## src/rtl/uart_rx_pkg.sv

```systemverilog
package uart_rx_pkg;
  localparam int unsigned MIN_DATA_BITS = 5;
  localparam int unsigned MAX_DATA_BITS = 9;

  typedef enum logic [1:0] {
    PAR_NONE = 2'b00,
    PAR_EVEN = 2'b01,
    PAR_ODD  = 2'b10,
    PAR_RSVD = 2'b11
  } par_mode_e;

  typedef enum logic {
    ST_IDLE   = 1'b0,
    ST_ACTIVE = 1'b1
  } rx_state_e;

  function automatic logic maj3(input logic a, input logic b, input logic c);
    return (a & b) | (a & c) | (b & c);
  endfunction
endpackage

```

## src/rtl/uart_rx_sync.sv

```systemverilog
module uart_rx_sync #(
  parameter int unsigned STAGES    = 2,
  parameter logic        RESET_VAL = 1'b1
) (
  input  logic clk_i,
  input  logic rst_ni,
  input  logic d_i,
  output logic q_o
);
  logic [STAGES-1:0] ff_q;

  generate
    if (STAGES == 1) begin : g_one
      always_ff @(posedge clk_i or negedge rst_ni) begin
        if (!rst_ni) ff_q <= RESET_VAL;
        else         ff_q <= d_i;
      end
    end else begin : g_chain
      always_ff @(posedge clk_i or negedge rst_ni) begin
        if (!rst_ni) ff_q <= {STAGES{RESET_VAL}};
        else         ff_q <= {ff_q[STAGES-2:0], d_i};
      end
    end
  endgenerate

  assign q_o = ff_q[STAGES-1];
endmodule

```

## src/rtl/uart_rx_sampler.sv

```systemverilog
module uart_rx_sampler
  import uart_rx_pkg::*;
#(
  parameter  int unsigned OVS = 16,
  localparam int unsigned CW  = $clog2(OVS + 1)
) (
  input  logic clk_i,
  input  logic rst_ni,
  input  logic tick_i,
  input  logic dbl_i,
  input  logic run_i,
  input  logic load_i,
  input  logic rx_i,
  output logic vote_valid_o,
  output logic vote_o
);
  localparam int unsigned OVS_DBL = OVS / 2;

  logic [CW-1:0] span, v_first, cnt_q, cnt_nxt;
  logic          s0_q, s1_q;

  always_comb begin
    span    = dbl_i ? CW'(OVS_DBL) : CW'(OVS);
    v_first = span >> 1;
    cnt_nxt = (cnt_q >= span) ? CW'(1) : cnt_q + CW'(1);
  end

  // cnt_q holds the index of the sample processed last; load marks sample 1
  always_ff @(posedge clk_i or negedge rst_ni) begin
    if (!rst_ni) begin
      cnt_q <= '0;
      s0_q  <= 1'b1;
      s1_q  <= 1'b1;
    end else if (load_i) begin
      cnt_q <= CW'(1);
    end else if (run_i && tick_i) begin
      cnt_q <= cnt_nxt;
      if (cnt_nxt == v_first)          s0_q <= rx_i;
      if (cnt_nxt == v_first + CW'(1)) s1_q <= rx_i;
    end
  end

  assign vote_valid_o = run_i && tick_i && (cnt_nxt == v_first + CW'(2));
  assign vote_o       = maj3(s0_q, s1_q, rx_i);

  assert_cnt_bound_R11: assert property (@(posedge clk_i) disable iff (!rst_ni)
    run_i |-> (cnt_q != '0) && (cnt_q <= CW'(OVS)));

  assert_single_vote_R4: assert property (@(posedge clk_i) disable iff (!rst_ni)
    vote_valid_o |=> !vote_valid_o);
endmodule

```

## src/rtl/uart_rx_recover.sv

```systemverilog
module uart_rx_recover
  import uart_rx_pkg::*;
#(
  parameter int unsigned OVS         = 16,
  parameter int unsigned SYNC_STAGES = 2
) (
  input  logic       clk_i,
  input  logic       rst_ni,
  input  logic       en_i,
  input  logic       tick_i,
  input  logic       dbl_speed_i,
  input  logic [3:0] data_bits_i,
  input  logic [1:0] parity_mode_i,
  input  logic       rx_i,
  output logic       frame_valid_o,
  output logic [7:0] data_o,
  output logic       bit9_o,
  output logic       parity_err_o,
  output logic       frame_err_o
);
  localparam int unsigned IDX_W = $clog2(MAX_DATA_BITS + 3);

  rx_state_e                state_q;
  logic                     rx_s, prev_q;
  logic [IDX_W-1:0]         idx_q, nbits, stop_idx;
  logic [MAX_DATA_BITS-1:0] data_q;
  logic                     acc_q, par_q;
  logic                     par_en, par_odd, start_edge, run, vote_valid, vote;

  uart_rx_sync #(.STAGES(SYNC_STAGES), .RESET_VAL(1'b1)) i_sync (
    .clk_i (clk_i),
    .rst_ni(rst_ni),
    .d_i   (rx_i),
    .q_o   (rx_s)
  );

  always_comb begin
    if (data_bits_i < 4'(MIN_DATA_BITS))      nbits = IDX_W'(MIN_DATA_BITS);
    else if (data_bits_i > 4'(MAX_DATA_BITS)) nbits = IDX_W'(MAX_DATA_BITS);
    else                                      nbits = IDX_W'(data_bits_i);
    par_en     = (parity_mode_i == PAR_EVEN) || (parity_mode_i == PAR_ODD);
    par_odd    = (parity_mode_i == PAR_ODD);
    stop_idx   = nbits + IDX_W'(par_en) + IDX_W'(1);
    start_edge = en_i && (state_q == ST_IDLE) && tick_i && prev_q && !rx_s;
    run        = en_i && (state_q == ST_ACTIVE);
  end

  uart_rx_sampler #(.OVS(OVS)) i_sampler (
    .clk_i       (clk_i),
    .rst_ni      (rst_ni),
    .tick_i      (tick_i),
    .dbl_i       (dbl_speed_i),
    .run_i       (run),
    .load_i      (start_edge),
    .rx_i        (rx_s),
    .vote_valid_o(vote_valid),
    .vote_o      (vote)
  );

  always_ff @(posedge clk_i or negedge rst_ni) begin
    if (!rst_ni) begin
      state_q       <= ST_IDLE;
      prev_q        <= 1'b0;
      idx_q         <= '0;
      data_q        <= '0;
      acc_q         <= 1'b0;
      par_q         <= 1'b0;
      frame_valid_o <= 1'b0;
      data_o        <= '0;
      bit9_o        <= 1'b0;
      parity_err_o  <= 1'b0;
      frame_err_o   <= 1'b0;
    end else begin
      frame_valid_o <= 1'b0;
      if (!en_i) begin
        state_q <= ST_IDLE;
        prev_q  <= 1'b0; // a high must be seen again before an edge counts
      end else if (state_q == ST_IDLE) begin
        if (tick_i) prev_q <= rx_s;
        if (start_edge) begin
          state_q <= ST_ACTIVE;
          idx_q   <= '0;
          data_q  <= '0;
          acc_q   <= 1'b0;
          par_q   <= 1'b0;
        end
      end else if (vote_valid) begin
        idx_q <= idx_q + IDX_W'(1);
        if (idx_q == '0) begin
          if (vote) begin // spike: start rejected
            state_q <= ST_IDLE;
            prev_q  <= rx_s;
          end
        end else if (idx_q == stop_idx) begin
          state_q       <= ST_IDLE;
          prev_q        <= rx_s;
          frame_valid_o <= 1'b1;
          data_o        <= data_q[7:0];
          bit9_o        <= data_q[MAX_DATA_BITS-1];
          parity_err_o  <= par_en && (acc_q ^ par_q ^ par_odd);
          frame_err_o   <= !vote;
        end else if (idx_q <= nbits) begin
          for (int i = 0; i < int'(MAX_DATA_BITS); i++) begin
            if (idx_q == IDX_W'(i + 1)) data_q[i] <= vote;
          end
          acc_q <= acc_q ^ vote;
        end else begin
          par_q <= vote;
        end
      end
    end
  end

  assert_off_idle_R10: assert property (@(posedge clk_i) disable iff (!rst_ni)
    !en_i |=> state_q == ST_IDLE);

  assert_off_no_strobe_R10: assert property (@(posedge clk_i) disable iff (!rst_ni)
    !en_i |=> !frame_valid_o);

  assert_strobe_pulse_R8: assert property (@(posedge clk_i) disable iff (!rst_ni)
    frame_valid_o |=> !frame_valid_o);

  assert_strobe_origin_R8: assert property (@(posedge clk_i) disable iff (!rst_ni)
    frame_valid_o |-> $past(state_q == ST_ACTIVE) && $past(tick_i));

  assert_no_parity_err_R6: assert property (@(posedge clk_i) disable iff (!rst_ni)
    frame_valid_o && $past(!par_en) |-> !parity_err_o);

  assert_idx_bound_R5: assert property (@(posedge clk_i) disable iff (!rst_ni)
    state_q == ST_ACTIVE |-> idx_q <= IDX_W'(MAX_DATA_BITS + 2));
endmodule

```

## config.mk

```make
export PLATFORM = sky130hd
export DESIGN_NAME = uart_rx_recover
export DESIGN_NICKNAME = d
export VERILOG_FILES = /design/src/rtl/uart_rx_pkg.sv /design/src/rtl/uart_rx_sync.sv /design/src/rtl/uart_rx_sampler.sv /design/src/rtl/uart_rx_recover.sv
export SDC_FILE = /design/constraint.sdc
export NUM_CORES = 1
export LEC_CHECK = 0
export BUFFER_PORTS_ARGS = -buffer_cell sky130_fd_sc_hd__buf_2
export CAP_MARGIN = 20
export CORE_UTILIZATION = 52
export CTS_CLUSTER_SIZE = 28
export DETAILED_ROUTE_END_ITERATION = 8
export HOLD_SLACK_MARGIN = 0.03
export PLACE_DENSITY = 0.72
export RECOVER_POWER = 25
export SYNTH_ARGS = -nofsm -noshare
export SYNTH_HDL_FRONTEND = slang
export SYNTH_HIERARCHICAL = 1
export SYNTH_SLANG_ARGS = --single-unit
```

## constraint.sdc

```tcl
create_clock -name clk_i -period 3.47 [get_ports clk_i]
set_clock_uncertainty 0.1 [all_clocks]
set_input_delay 0.1735 -clock clk_i [delete_from_list [all_inputs] [get_ports clk_i]]
set_output_delay 0.1735 -clock clk_i [all_outputs]
set_load 0.1 [all_outputs]
```

After elaboration in Yosys (flattened, before gate mapping)
Index checks and enable logic that the tools add are counted.
{ "op_classes": {"add_sub_neg": 6, "magnitude_cmp": 4, "eq_ne": 33, "muxes": 54, "bitwise_logic": 11, "n_reduce_logical": 30} }
{ "ops": {"columns": ["op", "count"], "rows": [
  ["7-bit AND reduction", 9],
  ["9-bit 2-to-1 mux", 6],
  ["1-bit 2-to-1 mux", 39],
  ["2-bit by 1-bit != test with 1-bit output (second input constant)", 11],
  ["4-bit 2-to-1 mux", 5],
  ["5-bit 2-to-1 mux", 4],
  ["4-bit by 3-bit equality test with 1-bit output (second input constant)", 4],
  ["6-bit AND reduction", 2],
  ["5-bit equality test", 2],
  ["3-bit AND reduction", 3],
  ["4-bit by 1-bit adder with 4-bit output (second input constant)", 2],
  ["4-bit by 2-bit equality test with 1-bit output (second input constant)", 2],
  ["4-bit equality test (second input constant)", 2],
  ["1-bit logical AND", 8],
  ["2-bit != test (second input constant)", 3],
  ["4-bit by 1-bit adder with 5-bit output (second input constant)", 1],
  ["4-bit by 2-bit adder with 5-bit output (second input constant)", 1],
  ["5-bit by 1-bit adder with 5-bit output (second input constant)", 1],
  ["5-bit by 4-bit equality test with 1-bit output", 1],
  ["5-bit greater-or-equal comparator", 1],
  ["5-bit AND reduction", 1],
  ["4-bit by 1-bit adder with 4-bit output", 1],
  ["4-bit by 1-bit equality test with 1-bit output (second input constant)", 1],
  ["4-bit equality test", 1],
  ["18 further kinds", 27]
]} }
{ "totals": {"regBits": 38, "inputBits": 12, "out_inout_bits": 12, "wordCells": 161} }

Longest topological paths before layout
Gate-level depths: netlist of the first run.
{ "depth": {"depth_word": 11, "mapped_depth": 16, "mapped_depth_nobuf": 15} }

By module
The synthesis of the first run kept the hierarchy.
{ "by_module_without_submodules": {"columns": ["module", "n_inst", "cells_each", "area_per_inst_um2", "seq_area_each_um2"], "rows": [
  ["uart_rx_recover", 1, 168, 1735.4, 725.7],
  ["uart_rx_sampler", 1, 69, 618.1, 177.7],
  ["uart_rx_sync", 1, 2, 52.6, 52.6]
]} }

Least setup slack after synthesis of the first run
OpenSTA, ideal clock, no wires.
{ "synth_path": {"path_type": "reg2reg", "from": "reg i_sampler.cnt_q[3]", "to": "reg data_q[1]", "setup_time_ns": 0.127, "arrival_ns": 2.621, "required_ns": 3.243, "slack_ns": 0.622, "stages_incl_launch_ff": 12, "path_buffers": 0, "period_less_slack_ns": 2.848, "path_cell_list": "dfrtp_1 > inv_1 > ha_1 > and4b_4 > nor3_2 > nand3_1 > nor3_1 > nand3_1 > o41ai_4 > a21boi_1 > nand3_1 > mux2_1"} }
{ "synth_via": {"elab_chain_len": 6, "word_cells_on_any_way": 7, "classes_between": "add/sub: 1; order compare: 1; eq/ne: 2; mux: 1; reduce/logical: 2"} }
{ "synth_rtl": {"columns": ["element", "line", "text"], "rows": [
  ["start: declaration", "uart_rx_sampler.sv:19", "logic [CW-1:0] span, v_first, cnt_q, cnt_nxt;"],
  ["start signal: assignment", "uart_rx_sampler.sv:37", "cnt_q <= cnt_nxt;"],
  ["5-bit by 1-bit adder with 5-bit output or 5-bit greater-or-equal comparator (tied branches)", "uart_rx_sampler.sv:25", "cnt_nxt = (cnt_q >= span) ? CW'(1) : cnt_q + CW'(1);"],
  ["5-bit 2-to-1 mux (*)", "uart_rx_sampler.sv:25", null],
  ["5-bit equality test (*)", "uart_rx_sampler.sv:43", "assign vote_valid_o = run_i && tick_i && (cnt_nxt == v_first + CW'(2));"],
  ["1-bit logical AND (*)", "uart_rx_sampler.sv:43", null],
  ["via vote_valid", "uart_rx_recover.sv:28", "logic par_en, par_odd, start_edge, run, vote_valid, vote;"],
  ["2-bit by 1-bit != test with 1-bit output (no line) (*)", null, null],
  ["7-bit AND reduction (no line) (*)", null, null],
  ["end signal: indexed assignment", "uart_rx_recover.sv:104", "if (idx_q == IDX_W'(i + 1)) data_q[i] <= vote;"],
  ["end: declaration", "uart_rx_recover.sv:26", "logic [MAX_DATA_BITS-1:0] data_q;"]
]} }
Mark *: on every way through the listed nets, which the timed path passes. The rest lies on a longest branch.
A chain may end at the register's enable or synchronous reset.

Worst setup path in the final report of the first run
Ends and elaborated chain as after synthesis.

==> metrics.md, run 1 <==
| Metric | Value |
|---|---|
| Slew at the pin closest to its max-slew limit | between 2 and 2.5 ns |
| Overall fraction of global-route tracks in use | 0.2150 |
| Seq. cell area | approximately 960 um2 |
| Number of distinct library cells after synthesis | 60 |
| Clock Tree Buf Depth | 2 |
| WHS Endpoint | prev_q |
| Multi-input logic area | roughly 1300 um2 |
| Number of enable flip-flop cells after synthesis | 0 |
| Clock power share | 0.346 |
| Leakage power of the design | about 1.3 nW |
| Final critical-path required period | around 3.1 ns |
| Count of vias placed by the detailed router | approximately 1900 |
| Violated checks | max-capacitance violations, max-slew violations |
| DIE WIDTH | about 70 um |
| # diodes | 0 |
| Fraction of layout cells with a size suffix above 1 | 0.2193 |
| Most frequent cell on the critical path | sky130_fd_sc_hd__nand3_1 |
| Internal power | about 0.79 mW |
| Most common cell after layout, fill and taps aside | sky130_fd_sc_hd__dfrtp_1 |
| Peak supply drop | roughly 0.21 mV |
| Number of global-route vias before repair | ~1800 |
| Ratio of final minimum period to clock period | 0.9074 |
| Sw power | about 0.3 mW |
| Highest-count cells in the layout ignoring fill and taps | sky130_fd_sc_hd__dfrtp_1 (34), sky130_fd_sc_hd__nand2_1 (27), sky130_fd_sc_hd__buf_2 (20) |
| Count of pins over their slew limit | 39 |
| Placer congestion estimate | between 0.8 and 0.9 |
| Worst reg2reg setup slack | 0.32 ns |
| Switch share | 0.2737 |
| Required time at the endpoint of the critical path | ~3.5 ns |
| Synthesized net count | 266 |
| Wire length of the first global-routing pass | around 8.4 mm |
| Number of fill cells in the layout | ~400 |
| Largest stage delay on the critical path | around 0.4 ns |
| Number of synthesized register bits | 38 |
| Warnings from Yosys | 6 |
| Vias per cell | approximately 5.8 |
| Placement Rows | 24 |
| Maximum number of pins on one net before global-route repair | 39 |
| CP max stage cell | sky130_fd_sc_hd__dfrtp_1 |
| Fraction of the yosys area taken by sequential cells | 0.3973 |
| Area leader, netlist | sky130_fd_sc_hd__dfrtp_1 |
| Sink Count | 38 |
| Crit path launch type | flop |
| Area growth syn-to-layout | 12.79% |
| Cell count after synthesis | between 200 and 250 |
| Unrepaired setup endpoints after global routing | false |
| Initial DRT Pass Iterations | 4 |
| Power density over the cells | 402.0 nW/um2 |
| Worst Min Path Start | en_i |
| Cell at the root of the clock tree | sky130_fd_sc_hd__clkbuf_8 |
| Number of buffers added on ports | 23 |
| Setup violators final | 0 |
| Top-area cell type share of the netlist area | 0.3536 |
| # resized after CTS | 0 |
| Number of nets with antenna violations after detailed routing | 0 |
| CP endpoint kind | flop |
| Initial antenna violation count | 0 |
| Post-synthesis cell area | about 2400 um2 |
| Startpoint-to-endpoint class of the critical path | flop to flop |
| Ranking of synthesized cells by area | sky130_fd_sc_hd__dfrtp_1 (35%), sky130_fd_sc_hd__ha_1 (7.8%), sky130_fd_sc_hd__mux2_1 (5.6%), sky130_fd_sc_hd__dfstp_2 (4.4%), sky130_fd_sc_hd__nand2_1 (4.2%) |
| Total I/O pin count | 24 |
| Total placed cells including tap cells | around 310 |
| Mean Syn Cell Area | between 10 and 15 um2 |
| Clock buffers created by TritonCTS | 5 |
| Net count, final | 296 |
| Data arrival time at the worst-slack endpoint | about 3.2 ns |
| CP bufs+invs | 1 |
| Cell Count, Final, Fillers Out | 321 |
| Ys async rst share | 1.000 |
| Clock slew at the register clock pins of the worst setup and hold paths | ~0.07 ns |
| DP HPWL | between 3 and 4 mm |
| Kind of cell with the highest combined delay on the critical path | simple AND/OR/NAND/NOR gates |
| Max H-tree Level | 2 |
| Count of endpoints failing hold in the final timing report | 0 |
| Global route total overflow | 0 |
| Core region area | 4414 um2 |
| FF-to-FF path depth | 11 |
| Worst slew margin relative to its limit | -0.3658 |
| Drc violations | 0 |
| Type of the most critical hold path | input port to flop |
| Hold path depth | 3 |
| Height of the die | around 70 um |
| Reg2Reg Capture Point | data_q[1] |
| Part of the total power dissipated in sequential elements | 0.454 |
| Area of the die | 4903 um2 |
| Setup TNS | 0 ns |
| TritonCTS clock tree | yes |
| Starting density of the core | 0.5451 |
| Critical register-to-register path startpoint | i_sampler/cnt_q[3] |
| Peak fanout along the critical path | 9 |
| Cells along the critical path | inv_1 > ha_1 > and4b_4 > nor3_2 > nand3_1 > nor3_1 > nand3_1 > o41ai_4 > a21boi_1 > nand3_1 > mux2_1 |
| Total wirelength of the detailed-routed design | approximately 4.7 mm |
| Combinational share of power | 0.200 |
| Commonest register cell after synthesis | sky130_fd_sc_hd__dfrtp_1 |
| Max-capacitance violation count | 1 |
| Outcome | complete, but fails checks |
| Worst-skew pair later-pin latency | between 0.2 and 0.3 ns |
| Max Freq | 317.6 MHz |
| Average wire length per cell after detail routing | between 10 and 15 um |
| Violation count after the first detailed-routing iteration | 59 |
## synth_stat cells (all sizes together) (5+ instances only)
| cell type | count |
|---|---|
| dfrtp | 34 |
| nand2 | 28 |
| mux2 | 18 |
| ha | 15 |
| inv | 15 |
| nand3 | 15 |
| nor2 | 13 |
| a21oi | 11 |
| o21ai | 10 |
| and2 | 5 |
| clkbuf | 5 |
| nand4 | 5 |
| xor2 | 5 |
## layout make-up
| cell class | count | share of cell area |
|---|---|---|
| Multi-Input combinational cell | 177 | 0.4938 |
| Sequential cell | 38 | 0.3522 |
| Timing Repair Buffer | 32 | 0.06777 |
| Clock buffer | 6 | 0.03043 |
| Tap cell | 52 | 0.02397 |
| Inverter | 15 | 0.02075 |
| Clock inverter | 1 | 0.01107 |
## registers in the layout (all words and copies together) (netlist names)
register,count
prev_q,1
idx_q,4
data_q,9
i_sampler/cnt_q,5
state_q,1
par_q,1
frame_valid_o,1
bit9_o,1
i_sampler/s0_q,1
i_sampler/s1_q,1
acc_q,1
parity_err_o,1
i_sync/ff_q,2
frame_err_o,1
data_o,8
## worst max-delay path by stage
stage,cells past startpoint,from,to,slack [ns]
after global routing,11,i_sampler/cnt_q[3],data_q[1],0.07
after CTS,11,i_sampler/cnt_q[3],data_q[1],0.35
after floorplan,11,i_sampler/cnt_q[3],data_q[1],0.62
final,11,i_sampler/cnt_q[3],data_q[1],0.32
after global placement,14,data_bits_i[3],data_q[2],0.34
after detailed placement,14,data_bits_i[3],data_q[2],0.23
## power groups by stage
stage / Combinational (mW) / Sequential, mW / Clock (mW)
6_report: 0.218 / 0.495 / 0.377
5_1_grt: 0.249 / 0.500 / 0.404
4_1_cts: 0.220 / 0.496 / 0.384
3_5_place_dp: 0.217 / 0.504 / 0
3_3_place_gp: 0.215 / 0.503 / 0
2_1_floorplan: 0.166 / 0.492 / 0
## cell families after synthesis
| family | Yosys count | share of synthesized area |
|---|---|---|
| adders and majority gates | 16 | 0.08216 |
| and+or+nand+nor | 92 | 0.2117 |
| AOI/OAI and AO/OA | 41 | 0.1337 |
| buffers and inverters | 24 | 0.04576 |
| muxes | 20 | 0.1004 |
| xor gates and xnor gates | 8 | 0.02912 |
| DFF | 38 | 0.3973 |
## stage by stage
stage / power [mW] / setup slack, ns / utilization / area [um2] / hold slack, ns
3_3_place_gp: 0.7173 / 0.3395 / 0.5856 / 2585 / 0.1784
2_1_floorplan: 0.6584 / 0.6220 / - / 2406 / -0.2221
5_1_grt: 1.154 / 0.06682 / 0.6148 / 2714 / 0.09342
6_report: 1.091 / 0.3212 / 0.6148 / 2714 / 0.06620
4_1_cts: 1.100 / 0.3461 / 0.6156 / 2718 / 0.06449
3_5_place_dp: 0.7216 / 0.2281 / 0.5856 / 2585 / 0.1804
## per-layer routing
metal  vias to the layer above  part of all wire  track usage
li1                        917                 -            -
met1                       881              0.46       0.2961
met5                         -                 0            0
met4                         0             0.021      0.09778
met3                        11             0.037      0.02886
met2                        53              0.48       0.3376
## what timing repair did
item | 4_1_cts | 5_1_grt
endpoints found under the hold margin | 35 | 0
buffers inserted | 0 | 0
hold buffers | 2 | 0
## worst register-to-register path, delay by kind of cell (launching register included)
kind	cells	cell delay, ns
AND/OR/NAND/NOR	6	1.25
AO/OA/AOI/OAI	2	0.57
flip-flops	1	0.41
multiplexers	1	0.34
adder cells (fa/ha/maj)	1	0.24
buffers and inverters	1	0.13
Power figures use the tool's default switching activity.
==> run 2, diff against run 1 <==
--- a/config.mk
+++ b/config.mk
@@ -8,4 +8,4 @@
 export BUFFER_PORTS_ARGS = -buffer_cell sky130_fd_sc_hd__buf_2
-export CAP_MARGIN = 20
 export CORE_UTILIZATION = 52
+export CTS_BUF_LIST = sky130_fd_sc_hd__clkbuf_8
 export CTS_CLUSTER_SIZE = 28
==> constraint.sdc (replaced) <==
create_clock -name clk_i -period 3.47 [get_ports clk_i]
set_clock_uncertainty 0.1 [all_clocks]
set_input_delay 0.347 -clock clk_i [delete_from_list [all_inputs] [get_ports clk_i]]
set_output_delay 0.347 -clock clk_i [all_outputs]
set_load 0.1 [all_outputs]
==> run 2 against run 1 <==
Effect of this change:
- the flow still finishes with violations (max-capacitance violations, max-slew violations)
- routed wire length rose by 1.4%
- sequential cell count did not move
- critical endpoint is now data_q[0]
- sequential power barely moved
- setup slack got worse by 0.082 ns
- sequential share of layout area fell by 0.097 points
- hold slack got worse by 0.016 ns
- core utilization rose by 0.17 points
==> metrics.md, run 2 (same netlist as run 1, synthesis figures left out) <==
| Metric | Value |
|---|---|
| Standard cell area after detailed placement | 2585 um2 |
| Postcts setup bufs | 0 |
| Most common cell after layout, fill and taps aside | sky130_fd_sc_hd__dfrtp_1 |
| Violated checks | max-capacitance violations, max-slew violations |
| Max-capacitance violation count | 1 |
| Cell at the root of the clock tree | sky130_fd_sc_hd__clkbuf_8 |
| Starting density of the core | 0.5451 |
| Cells along the critical path | inv_1 > ha_1 > and4b_4 > nor3_2 > nand3_1 > nor3_1 > nand3_1 > o41ai_4 > a21boi_1 > nand3_1 > mux2_1 |
| Number of flip-flops in the largest register | 9 |
| Count of endpoints failing hold in the final timing report | 0 |
| Final hold slack | between 0.05 and 0.06 ns |
| Highest-count cells in the layout ignoring fill and taps | sky130_fd_sc_hd__dfrtp_1 (34), sky130_fd_sc_hd__nand2_1 (27), sky130_fd_sc_hd__buf_2 (22) |
| Startpoint-to-endpoint class of the critical path | flop to flop |
| Outcome | complete, but fails checks |
| Wire length of the first global-routing pass | 8.004 mm |
| Critical register-to-register path startpoint | i_sampler/cnt_q[3] |
| WHS Endpoint | i_sync/ff_q[0] |
| CP endpoint kind | flop |
| Violation count after the first detailed-routing iteration | 78 |
| Worst slew margin relative to its limit | -0.3260 |
| Clock buffers created by TritonCTS | 5 |
| Unrepaired setup endpoints after global routing | false |
| Required time at the endpoint of the critical path | 3.54 ns |
| Clock slew at the register clock pins of the worst setup and hold paths | approximately 0.08 ns |
| Total placed cells including tap cells | 312 |
| Final design area excluding fillers | 2721 um2 |
| Top register by number of flip-flops | data_q |
| Worst Min Path Start | rx_i |
| CP max stage cell | sky130_fd_sc_hd__dfrtp_1 |
| Global route total overflow | 0 |
| Count of vias placed by the detailed router | about 1800 |
| Height of the die | 70.02 um |
| Clock Tree Buf Depth | 2 |
| Hold path depth | 1 |
| Crit path launch type | flop |
| Overall fraction of global-route tracks in use | 0.2060 |
| Largest stage delay on the critical path | approximately 0.42 ns |
| Total I/O pin count | 24 |
| Number of buffers added on ports | 23 |
| Data arrival time at the worst-slack endpoint | 3.30 ns |
| Drc violations | 0 |
| Net count, final | a little under 300 |
| Number of global-route vias before repair | approximately 1700 |
| Peak supply drop | 0.2120 mV |
| Total wirelength of the detailed-routed design | 4.737 mm |
| Placer congestion estimate | approximately 0.83 |
| Most frequent cell on the critical path | sky130_fd_sc_hd__nand3_1 |
| CP bufs+invs | 1 |
| FF-to-FF path depth | 11 |
| Hold buffer count at CTS | 0 |
| Largest registers in the final layout | data_q: 9 flops, data_o: 8 flops, i_sampler/cnt_q: 5 flops |
| DIE WIDTH | 70.02 um |
| Number of fill cells in the layout | roughly 370 |
| Count of pins over their slew limit | 39 |
| DP HPWL | approximately 3.5 mm |
| Cell Count, Final, Fillers Out | 320 |
| Core region area | ~4400 um2 |
| Setup TNS | 0 ns |
| Post-layout worst setup margin | around 0.24 ns |
| Area growth syn-to-layout | 13.10% |
| Initial DRT Pass Iterations | 4 |
| Kind of cell with the highest combined delay on the critical path | simple AND/OR/NAND/NOR gates |
| Final critical-path required period | approximately 3.2 ns |
| CP startpoint | i_sampler/cnt_q[3] |
| Number of nets with antenna violations after detailed routing | 0 |
| TritonCTS clock tree | yes |
| Worst reg2reg setup slack | 0.24 ns |
| Max Freq | slightly above 300 MHz |
| Sink Count | 38 |
| Leakage power of the design | approximately 1.3 nW |
| Placement-stage worst setup slack | 0.06246 ns |
| Reg2Reg Capture Point | data_q[0] |
| Maximum number of pins on one net before global-route repair | 39 |
| Area of the die | between 4000 and 5000 um2 |
| Setup violators final | 0 |
| Slew at the pin closest to its max-slew limit | roughly 2 ns |
| Worst-skew pair later-pin latency | about 0.29 ns |
| Placement Rows | 24 |
| Ratio of final minimum period to clock period | 0.9311 |
| Type of the most critical hold path | input port to flop |
| Vias per cell | 5.622 |
| # diodes | 0 |
| Peak fanout along the critical path | 9 |
| Average wire length per cell after detail routing | approximately 15 um |
| Max H-tree Level | 2 |
| Tot Pwr | 1.164 mW |
| Util after Layout | 0.6165 |
| Initial antenna violation count | 0 |
| Power density over the cells | around 430 nW/um2 |
| # resized after CTS | 0 |
| Fraction of layout cells with a size suffix above 1 | 0.2313 |
## run 2: how the worst max path moves through the flow
| stage | to | cells past startpoint |
|---|---|---|
| after floorplan | data_q[2] | 14 |
| after global placement | data_q[6] | 14 |
| after detailed placement | data_q[6] | 14 |
| after CTS | data_q[0] | 11 |
| after global routing | data_q[1] | 11 |
| final | data_q[0] | 11 |
## run 2: final cells by class
type	count	area (um2)	share of cell area
flip-flops and latches	38	955.9	0.3513
clock buffers	5	68.82	0.02529
multi-input cells	177	1340	0.4924
clock inverters	3	68.82	0.02529
inverters	15	56.30	0.02069
well taps	52	65.06	0.02391
repair buffers	30	166.4	0.06115
## run 2: worst register-to-register path, stage by stage (launching register included)
cell and delay, ns:
sky130_fd_sc_hd__dfrtp_1 0.42, sky130_fd_sc_hd__inv_1 0.13, sky130_fd_sc_hd__ha_1 0.24, sky130_fd_sc_hd__and4b_4 0.21, sky130_fd_sc_hd__nor3_2 0.20, sky130_fd_sc_hd__nand3_1 0.14, sky130_fd_sc_hd__nor3_1 0.32, sky130_fd_sc_hd__nand3_1 0.27
sky130_fd_sc_hd__o41ai_4 0.19, sky130_fd_sc_hd__a21boi_1 0.41, sky130_fd_sc_hd__nand3_1 0.13, sky130_fd_sc_hd__mux2_1 0.35
## run 2: routing by layer
metal  global-route usage  routed length, um  share of wire  vias to the layer above
met5                    0                  0              0                        -
met4              0.08667                 60          0.013                        0
met3              0.03030                138          0.029                        5
met2               0.3259               2229           0.47                       35
met1               0.2825               2309           0.49                      852
li1                     -                  -              -                      907
## run 2: where the power goes
part           leakage (nW)  total, mW  internal [mW]  switching, mW
Combinational         0.751      0.218         0.0944          0.124
Sequential            0.508      0.495          0.467         0.0285
Clock                0.0683      0.450          0.288          0.162
Total                  1.33       1.16          0.849          0.315
